==> config.mk <==
export PLATFORM = sky130hd
export DESIGN_NAME = pt_walker
export DESIGN_NICKNAME = d
export VERILOG_FILES = /design/src/rtl/pt_walker_pkg.sv /design/src/rtl/pte_check.sv /design/src/rtl/pt_addr_gen.sv /design/src/rtl/pt_walker.sv
export SDC_FILE = /design/constraint.sdc
export NUM_CORES = 1
export LEC_CHECK = 0
export ABC_AREA = 1
export ABC_CLOCK_PERIOD_IN_PS = 2140
export BUFFER_PORTS_ARGS = -buffer_cell sky130_fd_sc_hd__buf_2
export CORE_MARGIN = 5
export CORE_UTILIZATION = 47
export DETAILED_ROUTE_END_ITERATION = 10
export PLACE_DENSITY = 0.81
export SETUP_SLACK_MARGIN = 0.2
export SYNTH_ARGS = -nofsm -noshare
export SYNTH_HDL_FRONTEND = slang
export SYNTH_SLANG_ARGS = --single-unit
==> constraint.sdc <==
create_clock -name clk -period 2.14 [get_ports clk]
set_input_delay 0.535 -clock clk [delete_from_list [all_inputs] [get_ports clk]]
set_output_delay 0.535 -clock clk [all_outputs]
set_load 0.03 [all_outputs]
==> src/rtl/pt_walker_pkg.sv <==
// Shared constants and types for the page table walker.
// Assumes 4-byte entries and two equal-width index fields.
package pt_walker_pkg;
    localparam int PW_ADDR_W = 32;
    localparam int PW_IDX_W  = 10;
    localparam int PW_OFF_W  = 12;

    // Entry flag positions
    localparam int FLG_PRESENT = 0;
    localparam int FLG_WRITE   = 1;
    localparam int FLG_USER    = 2;
    localparam int FLG_ACCESS  = 5;
    localparam int FLG_DIRTY   = 6;
    localparam int FLG_BIGPAGE = 7;

    typedef enum logic [1:0] {
        CAUSE_ABSENT  = 2'd0,
        CAUSE_PROT    = 2'd1,
        CAUSE_BADSIZE = 2'd2
    } fault_cause_e;

    typedef enum logic [3:0] {
        ST_IDLE,
        ST_DIR_REQ,
        ST_DIR_WAIT,
        ST_DIR_WB,
        ST_TBL_REQ,
        ST_TBL_WAIT,
        ST_TBL_WB,
        ST_DONE,
        ST_FAULT
    } walk_state_e;
endpackage

==> src/rtl/pte_check.sv <==
// Checks one fetched entry against the access and computes its updated value.
// IS_LEAF selects the leaf-level variant: it sets the dirty flag on writes and
// does not treat the size flag as a fault.
// Assumes the entry is valid in the cycle it is presented.
module pte_check
    import pt_walker_pkg::*;
#(
    parameter int DATA_W  = PW_ADDR_W,
    parameter bit IS_LEAF = 1'b0
) (
    input  logic [DATA_W-1:0] entry,
    input  logic              acc_write,
    input  logic              acc_user,
    output logic              pass,
    output fault_cause_e      cause,
    output logic [DATA_W-1:0] updated,
    output logic              changed
);
    logic present;
    logic size_bad;
    logic denied;
    logic [DATA_W-1:0] set_mask;

    // Classify the entry against the requested access
    always_comb begin
        present  = entry[FLG_PRESENT];
        denied   = (acc_write && !entry[FLG_WRITE]) || (acc_user && !entry[FLG_USER]);
        size_bad = 1'b0;
        if (!IS_LEAF) begin
            size_bad = entry[FLG_BIGPAGE];
        end
        pass = present && !size_bad && !denied;
        if (!present) begin
            cause = CAUSE_ABSENT;
        end else if (size_bad) begin
            cause = CAUSE_BADSIZE;
        end else begin
            cause = CAUSE_PROT;
        end
    end

    // Build the flag update and detect whether it alters the entry
    always_comb begin
        set_mask = '0;
        set_mask[FLG_ACCESS] = 1'b1;
        if (IS_LEAF) begin
            set_mask[FLG_DIRTY] = acc_write;
        end
        updated = entry | set_mask;
        changed = (updated != entry);
    end
endmodule

==> src/rtl/pt_addr_gen.sv <==
// Forms the directory entry address, the leaf entry address and the final
// physical address from the latched context.
// Assumes OFF_W = IDX_W + log2(entry bytes) and ADDR_W = 2*IDX_W + OFF_W.
module pt_addr_gen
    import pt_walker_pkg::*;
#(
    parameter int ADDR_W = PW_ADDR_W,
    parameter int IDX_W  = PW_IDX_W,
    parameter int OFF_W  = PW_OFF_W
) (
    input  logic [ADDR_W-1:0] vaddr,
    input  logic [ADDR_W-OFF_W-1:0] root_frame,
    input  logic [ADDR_W-OFF_W-1:0] table_frame,
    input  logic [ADDR_W-OFF_W-1:0] page_frame,
    output logic [ADDR_W-1:0] dir_addr,
    output logic [ADDR_W-1:0] tbl_addr,
    output logic [ADDR_W-1:0] phys_addr
);
    localparam int BYTE_W = OFF_W - IDX_W;
    localparam int HI_LSB = ADDR_W - IDX_W;
    localparam int LO_LSB = OFF_W;

    logic [IDX_W-1:0] hi_idx;
    logic [IDX_W-1:0] lo_idx;

    // Split the virtual address and concatenate the three addresses
    always_comb begin
        hi_idx    = vaddr[HI_LSB +: IDX_W];
        lo_idx    = vaddr[LO_LSB +: IDX_W];
        dir_addr  = {root_frame,  hi_idx, {BYTE_W{1'b0}}};
        tbl_addr  = {table_frame, lo_idx, {BYTE_W{1'b0}}};
        phys_addr = {page_frame,  vaddr[OFF_W-1:0]};
    end
endmodule

==> src/rtl/pt_walker.sv <==
// Two-level page table walker. It accepts one request at a time, reads the
// directory entry and then the leaf entry over one memory port, checks both
// and writes back changed flags. It ends with a one-cycle result or fault pulse.
// Assumes the memory answers each accepted read with exactly one rvalid.
module pt_walker
    import pt_walker_pkg::*;
#(
    parameter int ADDR_W = PW_ADDR_W,
    parameter int IDX_W  = PW_IDX_W,
    parameter int OFF_W  = PW_OFF_W
) (
    input  logic              clk,
    input  logic              rst_n,
    input  logic              req_valid,
    output logic              req_ready,
    input  logic [ADDR_W-1:0] req_vaddr,
    input  logic              req_write,
    input  logic              req_user,
    input  logic [ADDR_W-1:0] dir_base,
    output logic              mem_valid,
    input  logic              mem_ready,
    output logic              mem_we,
    output logic [ADDR_W-1:0] mem_addr,
    output logic [ADDR_W-1:0] mem_wdata,
    input  logic              mem_rvalid,
    input  logic [ADDR_W-1:0] mem_rdata,
    output logic              done_valid,
    output logic [ADDR_W-1:0] done_paddr,
    output logic [ADDR_W-1:0] done_pte,
    output logic              fault_valid,
    output logic [ADDR_W-1:0] fault_vaddr,
    output logic [1:0]        fault_cause,
    output logic              fault_write,
    output logic              fault_user
);
    localparam int FRAME_W = ADDR_W - OFF_W;

    walk_state_e       state_q;
    logic [ADDR_W-1:0] va_q;
    logic              wr_q;
    logic              us_q;
    logic [FRAME_W-1:0] root_q;
    logic [ADDR_W-1:0] dir_q;
    logic [ADDR_W-1:0] leaf_q;
    fault_cause_e      cause_q;

    logic [ADDR_W-1:0] dir_addr;
    logic [ADDR_W-1:0] tbl_addr;
    logic [ADDR_W-1:0] phys_addr;

    logic              lvl_pass   [2];
    fault_cause_e      lvl_cause  [2];
    logic [ADDR_W-1:0] lvl_update [2];
    logic              lvl_change [2];

    pt_addr_gen #(
        .ADDR_W (ADDR_W),
        .IDX_W  (IDX_W),
        .OFF_W  (OFF_W)
    ) i_addr (
        .vaddr       (va_q),
        .root_frame  (root_q),
        .table_frame (dir_q[ADDR_W-1:OFF_W]),
        .page_frame  (leaf_q[ADDR_W-1:OFF_W]),
        .dir_addr    (dir_addr),
        .tbl_addr    (tbl_addr),
        .phys_addr   (phys_addr)
    );

    // One checker per level; level 0 is the directory, level 1 the leaf
    for (genvar lv = 0; lv < 2; lv++) begin : g_level
        pte_check #(
            .DATA_W  (ADDR_W),
            .IS_LEAF (lv == 1)
        ) i_check (
            .entry     (mem_rdata),
            .acc_write (wr_q),
            .acc_user  (us_q),
            .pass      (lvl_pass[lv]),
            .cause     (lvl_cause[lv]),
            .updated   (lvl_update[lv]),
            .changed   (lvl_change[lv])
        );
    end

    // Walk sequencing and capture of request context and fetched entries
    always_ff @(posedge clk) begin
        if (!rst_n) begin
            state_q <= ST_IDLE;
            va_q    <= '0;
            wr_q    <= 1'b0;
            us_q    <= 1'b0;
            root_q  <= '0;
            dir_q   <= '0;
            leaf_q  <= '0;
            cause_q <= CAUSE_ABSENT;
        end else begin
            case (state_q)
                ST_IDLE: begin
                    if (req_valid) begin
                        va_q    <= req_vaddr;
                        wr_q    <= req_write;
                        us_q    <= req_user;
                        root_q  <= dir_base[ADDR_W-1:OFF_W];
                        state_q <= ST_DIR_REQ;
                    end
                end
                ST_DIR_REQ: begin
                    if (mem_ready) state_q <= ST_DIR_WAIT;
                end
                ST_DIR_WAIT: begin
                    if (mem_rvalid) begin
                        dir_q <= lvl_update[0];
                        if (!lvl_pass[0]) begin
                            cause_q <= lvl_cause[0];
                            state_q <= ST_FAULT;
                        end else if (lvl_change[0]) begin
                            state_q <= ST_DIR_WB;
                        end else begin
                            state_q <= ST_TBL_REQ;
                        end
                    end
                end
                ST_DIR_WB: begin
                    if (mem_ready) state_q <= ST_TBL_REQ;
                end
                ST_TBL_REQ: begin
                    if (mem_ready) state_q <= ST_TBL_WAIT;
                end
                ST_TBL_WAIT: begin
                    if (mem_rvalid) begin
                        leaf_q <= lvl_update[1];
                        if (!lvl_pass[1]) begin
                            cause_q <= lvl_cause[1];
                            state_q <= ST_FAULT;
                        end else if (lvl_change[1]) begin
                            state_q <= ST_TBL_WB;
                        end else begin
                            state_q <= ST_DONE;
                        end
                    end
                end
                ST_TBL_WB: begin
                    if (mem_ready) state_q <= ST_DONE;
                end
                ST_DONE:  state_q <= ST_IDLE;
                ST_FAULT: state_q <= ST_IDLE;
                default:  state_q <= ST_IDLE;
            endcase
        end
    end

    // Drive the memory request for the current walk step
    always_comb begin
        mem_valid = 1'b0;
        mem_we    = 1'b0;
        mem_addr  = dir_addr;
        mem_wdata = dir_q;
        case (state_q)
            ST_DIR_REQ: begin
                mem_valid = 1'b1;
            end
            ST_DIR_WB: begin
                mem_valid = 1'b1;
                mem_we    = 1'b1;
            end
            ST_TBL_REQ: begin
                mem_valid = 1'b1;
                mem_addr  = tbl_addr;
            end
            ST_TBL_WB: begin
                mem_valid = 1'b1;
                mem_we    = 1'b1;
                mem_addr  = tbl_addr;
                mem_wdata = leaf_q;
            end
            default: ;
        endcase
    end

    // Present the outcome of the walk
    always_comb begin
        req_ready   = (state_q == ST_IDLE);
        done_valid  = (state_q == ST_DONE);
        done_paddr  = phys_addr;
        done_pte    = leaf_q;
        fault_valid = (state_q == ST_FAULT);
        fault_vaddr = va_q;
        fault_cause = cause_q;
        fault_write = wr_q;
        fault_user  = us_q;
    end
endmodule

# Word-level counts from Yosys, hierarchy flattened
# Index checks and enable logic that the tools add are counted.
dict set report classes {
  eq_ne 18
  mux 24
  n_bitwise 1
  n_reduce_logical 20
}
# op count
set op_table {}
lappend op_table {{32-bit 2-to-1 mux} 2}
lappend op_table {{4-bit 2-to-1 mux} 9}
lappend op_table {{32-bit != test} 1}
lappend op_table {{32-bit by 7-bit bitwise OR with 32-bit output} 1}
lappend op_table {{4-bit one-hot mux with 7 select lines} 1}
lappend op_table {{2-bit != test (second input constant)} 9}
lappend op_table {{4-bit by 3-bit == test with 1-bit output (second input constant)} 4}
lappend op_table {{2-bit 2-to-1 mux} 6}
lappend op_table {{4-bit by 2-bit == test with 1-bit output (second input constant)} 2}
lappend op_table {{7-bit AND reduction} 1}
lappend op_table {{2-bit AND reduction} 3}
lappend op_table {{1-bit logical AND} 5}
lappend op_table {{5-bit AND reduction} 1}
lappend op_table {{4-bit by 1-bit == test with 1-bit output (second input constant)} 1}
lappend op_table {{4-bit == test (second input constant)} 1}
lappend op_table {{1-bit zero test} 4}
lappend op_table {{4-bit zero test} 1}
lappend op_table {{1-bit 2-to-1 mux} 4}
lappend op_table {{2-bit one-hot mux with 2 select lines} 1}
lappend op_table {{2-bit OR reduction} 2}
lappend op_table {{4-bit OR reduction} 1}
lappend op_table {{3-bit 2-to-1 mux} 1}
lappend op_table {{2-bit nonzero test} 1}
lappend op_table {{1-bit logical OR} 1}
dict set report totals {
  register_bits 124
  input_bits 103
  output_inout_bits 169
  elab_cells 71
}

# Depth between registers and ports, before layout
# Gate-level depths: netlist (run 1).
dict set report depth {
  ltp_word 8
  depth_mapped 11
  depth_no_buf 11
}

# By module
# From an unflattened synthesis (run 1), not the netlist that was laid out.
dict set report hier_totals {
  cells_unflattened 898
  hier_area_um2 6766.5
}
# module instances cells_per_inst area_per_inst_um2 seq_area_each_um2
set modules_own_cells {}
lappend modules_own_cells {pt_walker 1 713 5459.0 2482.4}
lappend modules_own_cells {pt_addr_gen 1 97 724.4 0.0}
lappend modules_own_cells {{pte_check at g_level[0].i_check} 1 45 294.0 0.0}
lappend modules_own_cells {{pte_check at g_level[1].i_check} 1 43 289.0 0.0}

# Worst setup path before layout (run 1)
# No wires, ideal clock.
dict set report synth_timing {
  kind {register to output}
  startpoint {register state_q[0]}
  endpoint {output mem_wdata[11]}
  arrival_ns 1.657
  required_time_ns 1.605
  path_slack_ns -0.052
  stages_incl_launch_ff 7
  n_path_buf 2
  path_cell_list {dfxtp_1 > inv_1 > nand2_1 > nor2_1 > buf_2 > clkbuf_1 > o21ai_0}
}
dict set report synth_via {
  elab_chain_len 2
}
# element line_no
set synth_rtl {}
lappend synth_rtl {{from (decl)} pt_walker.sv:38} ;# walk_state_e state_q;
lappend synth_rtl {{from (signal assigned)} pt_walker.sv:89} ;# state_q <= ST_IDLE;
lappend synth_rtl {{from (signal assigned)} pt_walker.sv:105} ;# state_q <= ST_DIR_REQ;
lappend synth_rtl {{from (signal assigned)} pt_walker.sv:109} ;# if (mem_ready) state_q <= ST_DIR_WAIT;
lappend synth_rtl {{4-bit by 3-bit == test with 1-bit output} pt_walker.sv:159} ;# case (state_q)
lappend synth_rtl {{32-bit 2-to-1 mux} pt_walker.sv:159}
lappend synth_rtl {{to (decl)} pt_walker.sv:24} ;# output logic [ADDR_W-1:0] mem_wdata,
# No other way between the ends.

# Worst setup path after layout (run 1)
dict set report layout_timing {
  startpoint {register state_q[3]}
  endpoint {output mem_addr[22]}
}
dict set report layout_via {
  elab_chain_len 3
  elab_cells_between_ends 4
  classes_between {2 x eq/ne; 1 x mux; 1 x reduce/logical}
}
# element line_no
set layout_rtl {}
lappend layout_rtl {{4-bit by 3-bit == test with 1-bit output} pt_walker.sv:159}
lappend layout_rtl {{2-bit OR reduction (no line) *} n/a}
lappend layout_rtl {{32-bit 2-to-1 mux *} pt_walker.sv:159}
lappend layout_rtl {{to (decl)} pt_walker.sv:23} ;# output logic [ADDR_W-1:0] mem_addr,
# Every way passes the cells marked *; elsewhere a longest branch is shown, timed or not.

==> results of run 1 <==
registers in the layout, summed over array words and instances (netlist names):
signal	cells
fault_write	1
fault_user	1
fault_cause	2
root_q	20
fault_vaddr	32
state_q	4
dir_q	32
done_pte	32
synth_stat cells (2+ instances only):
master	number	share of area, %
nor2_1	14	0.93
o21ai_0	103	9.1
o21ai_1	3	0.27
nand3_1	83	7.3
buf_6	3	0.60
a21oi_1	122	11
dfxtp_1	124	44
inv_2	3	0.20
nand2_1	164	11
buf_4	47	6.2
buf_2	19	1.7
nor2_2	2	0.22
clkbuf_1	32	2.1
inv_1	57	3.8
nand2_2	4	0.44
layout make-up:
| cell class | count | area, um^2 |
|---|---|---|
| fillers | 954 | 3530 |
| well taps | 147 | 184 |
| clock buffers | 22 | 464 |
| multi-input cells | 505 | 2720 |
| flip-flops and latches | 124 | 2490 |
| clock inverters | 10 | 116 |
| repair buffers | 299 | 2180 |
| inverters | 60 | 228 |
tightest hold or removal path, stage by stage:
cell and delay (ns):
buf_2 0.10, nand3_1 0.06, a21oi_1 0.06
timing repair:
action / 4_1_cts / 5_1_grt
buffers inserted: 9 / 4
pin swaps: 4 / 3
gates cloned: 3 / 4
setup endpoints to repair: 66 / 93
resized for setup: 181 / 58
hold endpoints to repair: 0 / 0
stage by stage:
step                      cell area [um^2]  cells  setup TNS [ns]
after floorplan                       5740    790               0
after global placement                6840   1115               0
after detailed placement              6840   1115               0
after CTS                             8040   1159          -0.173
after global routing                  8380   1167           -4.22
final                                 8380   1167          -0.371
cell families (layout without fill, tap and decap cells):
logic type,count (synthesis),after routing
AND/OR/NAND/NOR,273,273
AO/OA/AOI/OAI,230,230
buffers and inverters,161,391
flip-flops,124,124
other,1,2
final timing paths:
| check | cells past startpoint | slack, ns | from | endpoint |
|---|---|---|---|---|
| max | 7 | -0.05 | state_q[3] | mem_addr[22] |
| min | 3 | 0.39 | dir_base[31] | root_q[19] |
| max reg2reg | 9 | 0.28 | state_q[0] | state_q[1] |
| min reg2reg | 2 | 0.46 | root_q[0] | root_q[0] |
metal layers:
metal	vias up	track usage (%)	wire length, um
met4	0	8.52	380
met3	33	5.47	1350
li1	2999	-	-
met5	-	0	0
met2	304	42.6	10300
met1	2932	31.7	7940
power breakdown:
part / total [mW] / internal [mW] / switching (mW)
Clock: 2.82 / 1.77 / 1.04
Combinational: 3.43 / 1.21 / 2.22
Sequential: 2.85 / 2.65 / 0.199
Total: 9.10 / 5.64 / 3.46
==> run_results.csv, run 1 <==
group,metric,value,unit
die,start_util,47.5,%
global_route,track_usage,25.1,%
yosys,syn_area,0.00565,mm^2
clock_tree,cts_buffer_depth,2,
yosys,synthFlopType,"dfxtp_1",
global_route,gr-total-overflow,0,
die,ioPinCount,272,
clock_tree,cts_tree,"yes",
worst_setup_path,crit_chain,"inv_2, nand2_4, inv_2, nand2_8, clkbuf_16, o21ai_1, buf_4",
worst_setup_path,path_class,"register to output port",
worst_setup_path,crit_path_max_fanout,11,
sta,hold_viol,0,
detailed_routing,first_pass_iters,5,
sta,fin_ws,-0.0542,ns
detailed_routing,drt_iter0_markers,599,
yosys,synth_cell_types,24,
yosys,synth_compound_gate_area_share,20.4,%
worst_setup_path,critPathSlowestCell,"dfxtp_2",
yosys,synth-edff-count,0,
finish,diodes,0,
die,fp.dieArea,0.0143,mm^2
status,outcome,"finished, violations left",
placement,gp_congestion,0.831,
placement,port_buffers,257,
clock_tree,clk_pin_slew,0.06,ns
detailed_routing,finalWirelength,19900,um
worst_setup_path,critical_path.max_stage_delay,0.33,ns
worst_setup_path,crit_required,1.60,ns
detailed_routing,wl_per_cell,17.1,um
yosys,yosysSeqAreaShare,43.9,%
die,row_count,40,
yosys,syn-mean-instance-area,7.16,um^2
power_and_ir_drop,ir_drop,0.000507,V
finish,final_nets,1110,
sta,finalCriticalPeriod,2.19,ns
yosys,ys_warn_count,0,
detailed_routing,vias,6268,
yosys,ys_ff_latch,124,
power_and_ir_drop,power,9.10,mW
finish,layout_common_cells,"buf_2, nand2_1, a21oi_1",
die,coreArea,0.0119,mm^2
clock_tree,holdBufCountCts,0,
yosys,synth_top_family_by_area,"simple AND/OR/NAND/NOR gates",
worst_setup_path,startpoint_type,"register",
sta,whs,0.390,ns
detailed_routing,vias_per_cell,5.37,
clock_tree,clk_latency,0.41,ns
yosys,synthArstFlopShare,0,%
detailed_routing,antenna_left,0,
job,drv_cap,0,
status,violations,"setup timing",
global_route,grt_pass1_vias,5642,
yosys,yosys.area_share.xor_xnor,0,%
sta,final-setup-viol-count,24,
clock_tree,cts-root-buf,"clkbuf_16",
power_and_ir_drop,p_leak,4.02,nW
worst_setup_path,critPathMostFrequentCell,"inv_2",
yosys,postSynthCellCount,789,
worst_setup_path,crit_family,"buffers and inverters",
finish,drive_gt1_share,40.7,%
finish,fin_util,70.4,%
die,die_x,120,um
placement,post-place-ws,0.104,ns
yosys,synth_mux_area_share,0,%
sta,rsz0062_at_grt,"true",
yosys,synthSimpleGateAreaFrac,21.0,%
power_and_ir_drop,power.density,1090,mW/mm^2
clock_tree,clock_sinks,124,
clock_tree,cts_max_level,4,
global_route,antenna_found_initial,0,
finish,area_delta_synth_final,48.3,%
global_route,grt_pass1_wl,29200,um
yosys,synth_fa_ha_area_share,0,%
die,die-height,120,um
placement,dp_hpwl,12500,um
sta,finalCritPeriodShare,103,%
worst_setup_path,timing.critical_path.buf_inv,4,
global_route,grt_max_degree,53,
clock_tree,numCtsBuffers,17,
sta,fmax,0.456,GHz
finish,final_common_cell,"buf_2",
detailed_routing,drcViolationCount,0,
worst_setup_path,worstPathArrival,1.66,ns
sta,fin_skew,0.0108,ns
worst_setup_path,cp-end-kind,"output port",
hold_path,hold_path_class,"input pin to register",
sta,slew_viol_final,0,
No activity file was read; power rests on OpenSTA's default activity.
==> run 2, diff against run 1 <==
Settings changed: PLACE_DENSITY 0.81 to 0.92.
==> run_results.csv, run 2 (synthesis results as in run 1) <==
group,metric,value,unit
detailed_routing,finalWirelength,23000,um
die,start_util,47.5,%
placement,dp_hpwl,12600,um
worst_setup_path,cp-end-kind,"output port",
sta,rsz0062_at_grt,"true",
clock_tree,clk_latency,0.42,ns
power_and_ir_drop,power_frac_comb,39.3,%
sta,slew_viol_final,0,
worst_setup_path,path_class,"register to output port",
finish,area_delta_synth_final,53.3,%
detailed_routing,first_pass_iters,6,
status,violations,"setup timing",
detailed_routing,wl_per_cell,19.6,um
finish,final_common_cell,"buf_2",
hold_path,hold_path_class,"input pin to register",
worst_setup_path,startpoint_type,"register",
sta,finalCriticalPeriod,2.29,ns
power_and_ir_drop,internal_power,5.73,mW
die,fp.dieArea,0.0143,mm^2
detailed_routing,drt_iter0_markers,681,
finish,drive_gt1_share,41.7,%
power_and_ir_drop,p_leak,3.91,nW
detailed_routing,vias,6616,
power_and_ir_drop,ir_drop,0.000779,V
worst_setup_path,crit_chain,"inv_2, nand2_4, nor2_4, buf_6, buf_12, buf_16, nand2_2, o21ai_2, buf_6",
clock_tree,cts_max_level,4,
placement,gp_congestion,0.903,
finish,layout_common_cells,"buf_2, nand2_1, a21oi_1",
placement,placedCellCount,1111,
worst_setup_path,worstPathArrival,1.76,ns
clock_tree,clk_pin_slew,0.05,ns
worst_setup_path,critical_path.max_stage_delay,0.33,ns
die,coreArea,0.0119,mm^2
job,drv_cap,0,
status,outcome,"finished, violations left",
power_and_ir_drop,power.density,1080,mW/mm^2
die,die_x,120,um
clock_tree,cts-root-buf,"clkbuf_16",
sta,final-setup-viol-count,58,
power_and_ir_drop,switching_share,38.6,%
finish,fin_util,72.8,%
finish,final_nets,1121,
detailed_routing,antenna_left,0,
die,ioPinCount,272,
sta,fin_ws,-0.154,ns
clock_tree,clock_sinks,124,
clock_tree,cts_buffer_depth,2,
sta,finalCritPeriodShare,107,%
clock_tree,numCtsBuffers,17,
sta,fin_skew,0.00530,ns
global_route,gr-total-overflow,0,
finish,final_cells,1177,
clock_tree,cts_tree,"yes",
placement,port_buffers,257,
global_route,track_usage,28.4,%
die,row_count,40,
worst_setup_path,crit_path_max_fanout,8,
placement,post-place-ws,0.0644,ns
die,die-height,120,um
worst_setup_path,critPathSlowestCell,"dfxtp_2",
detailed_routing,vias_per_cell,5.62,
detailed_routing,drcViolationCount,0,
global_route,grt_pass1_wl,32000,um
global_route,grt_pass1_vias,6096,
clock_tree,holdBufCountCts,0,
power_and_ir_drop,share_seq_of_total_power,30.8,%
power_and_ir_drop,p_clk_share,29.9,%
sta,hold_viol,0,
global_route,antenna_found_initial,1,
power_and_ir_drop,switchingPower,3.60,mW
worst_setup_path,crit_required,1.60,ns
sta,fmax,0.436,GHz
worst_setup_path,critPathMostFrequentCell,"buf_6",
global_route,grt_max_degree,63,
==> run 2: cell count changes in the layout (fill, tap and decap cells not counted), moves of 3 or more <==
cell        before  now
buf_6           39   53
nand2_4         21    9
buf_4           52   42
o21ai_4          5   12
nand2_1        133  139
nand2_2         14   20
buf_16           3    8
o21ai_1         27   22
clkinvlp_4       5    2
inv_2            5    2
o21ai_0         44   41
==> run 2: through the flow <==
step	total power, mW	hold slack [ns]	instance area (um^2)	setup TNS (ns)
after floorplan	5.06	0.425	5740	0
after global placement	5.73	0.437	6790	0
after detailed placement	5.79	0.443	6790	0
after CTS	9.00	0.375	8140	-2.23
after global routing	9.72	0.378	8670	-7.76
final	9.33	0.382	8670	-5.45
==> run 2: path summary, 6_finish.rpt <==
path	start	to	slack, ns	depth (start not counted)
max	state_q[3]	mem_wdata[10]	-0.15	9
min	req_vaddr[10]	fault_vaddr[10]	0.38	3
max reg2reg	state_q[3]	fault_vaddr[4]	0.31	11
min reg2reg	fault_vaddr[13]	fault_vaddr[13]	0.46	2
==> run 2: worst max-delay path: cells and delay by family (launching register included) <==
kind	cells	cell delay [ns]
buffers and inverters	5	0.63
flip-flops	1	0.33
AND/OR/NAND/NOR	3	0.29
AO/OA/AOI/OAI	1	0.07
==> run 2: repair_timing <==
item	CTS	global route
gates resized for setup	178	79
endpoints found under the setup margin	66	72
endpoints found under the hold margin	0	0
cloned	8	7
pin swaps	4	5
buffers inserted	16	4
==> run 2: final cells by class <==
class / instances / area (um^2)
Antenna cell: 1 / 2.50
Clock buffer: 23 / 478
Clock inverter: 7 / 90.1
Fill cell: 842 / 3240
Inverter: 60 / 238
Multi-Input combinational cell: 507 / 2790
Sequential cell: 124 / 2490
Tap cell: 147 / 184
Timing Repair Buffer: 308 / 2390
==> run 2: routing by layer <==
layer | part of all wire [%] | up-vias | wire (um) | GRT usage (%)
li1 | - | 3019 | - | -
met1 | 37 | 3140 | 8530 | 33.2
met2 | 51 | 387 | 11700 | 49.0
met3 | 8.6 | 70 | 1970 | 7.73
met4 | 3.4 | 0 | 785 | 12.2
met5 | 0 | - | 0 | 0
==> run 2: power by group through the flow <==
| stage | Combinational, mW | Sequential, mW | Clock (mW) |
|---|---|---|---|
| final | 3.67 | 2.88 | 2.79 |
| after CTS | 3.34 | 2.86 | 2.80 |
| after global routing | 3.88 | 2.91 | 2.92 |
| after global placement | 2.85 | 2.88 | 0 |
| after detailed placement | 2.90 | 2.89 | 0 |
| after floorplan | 1.98 | 3.09 | 0 |
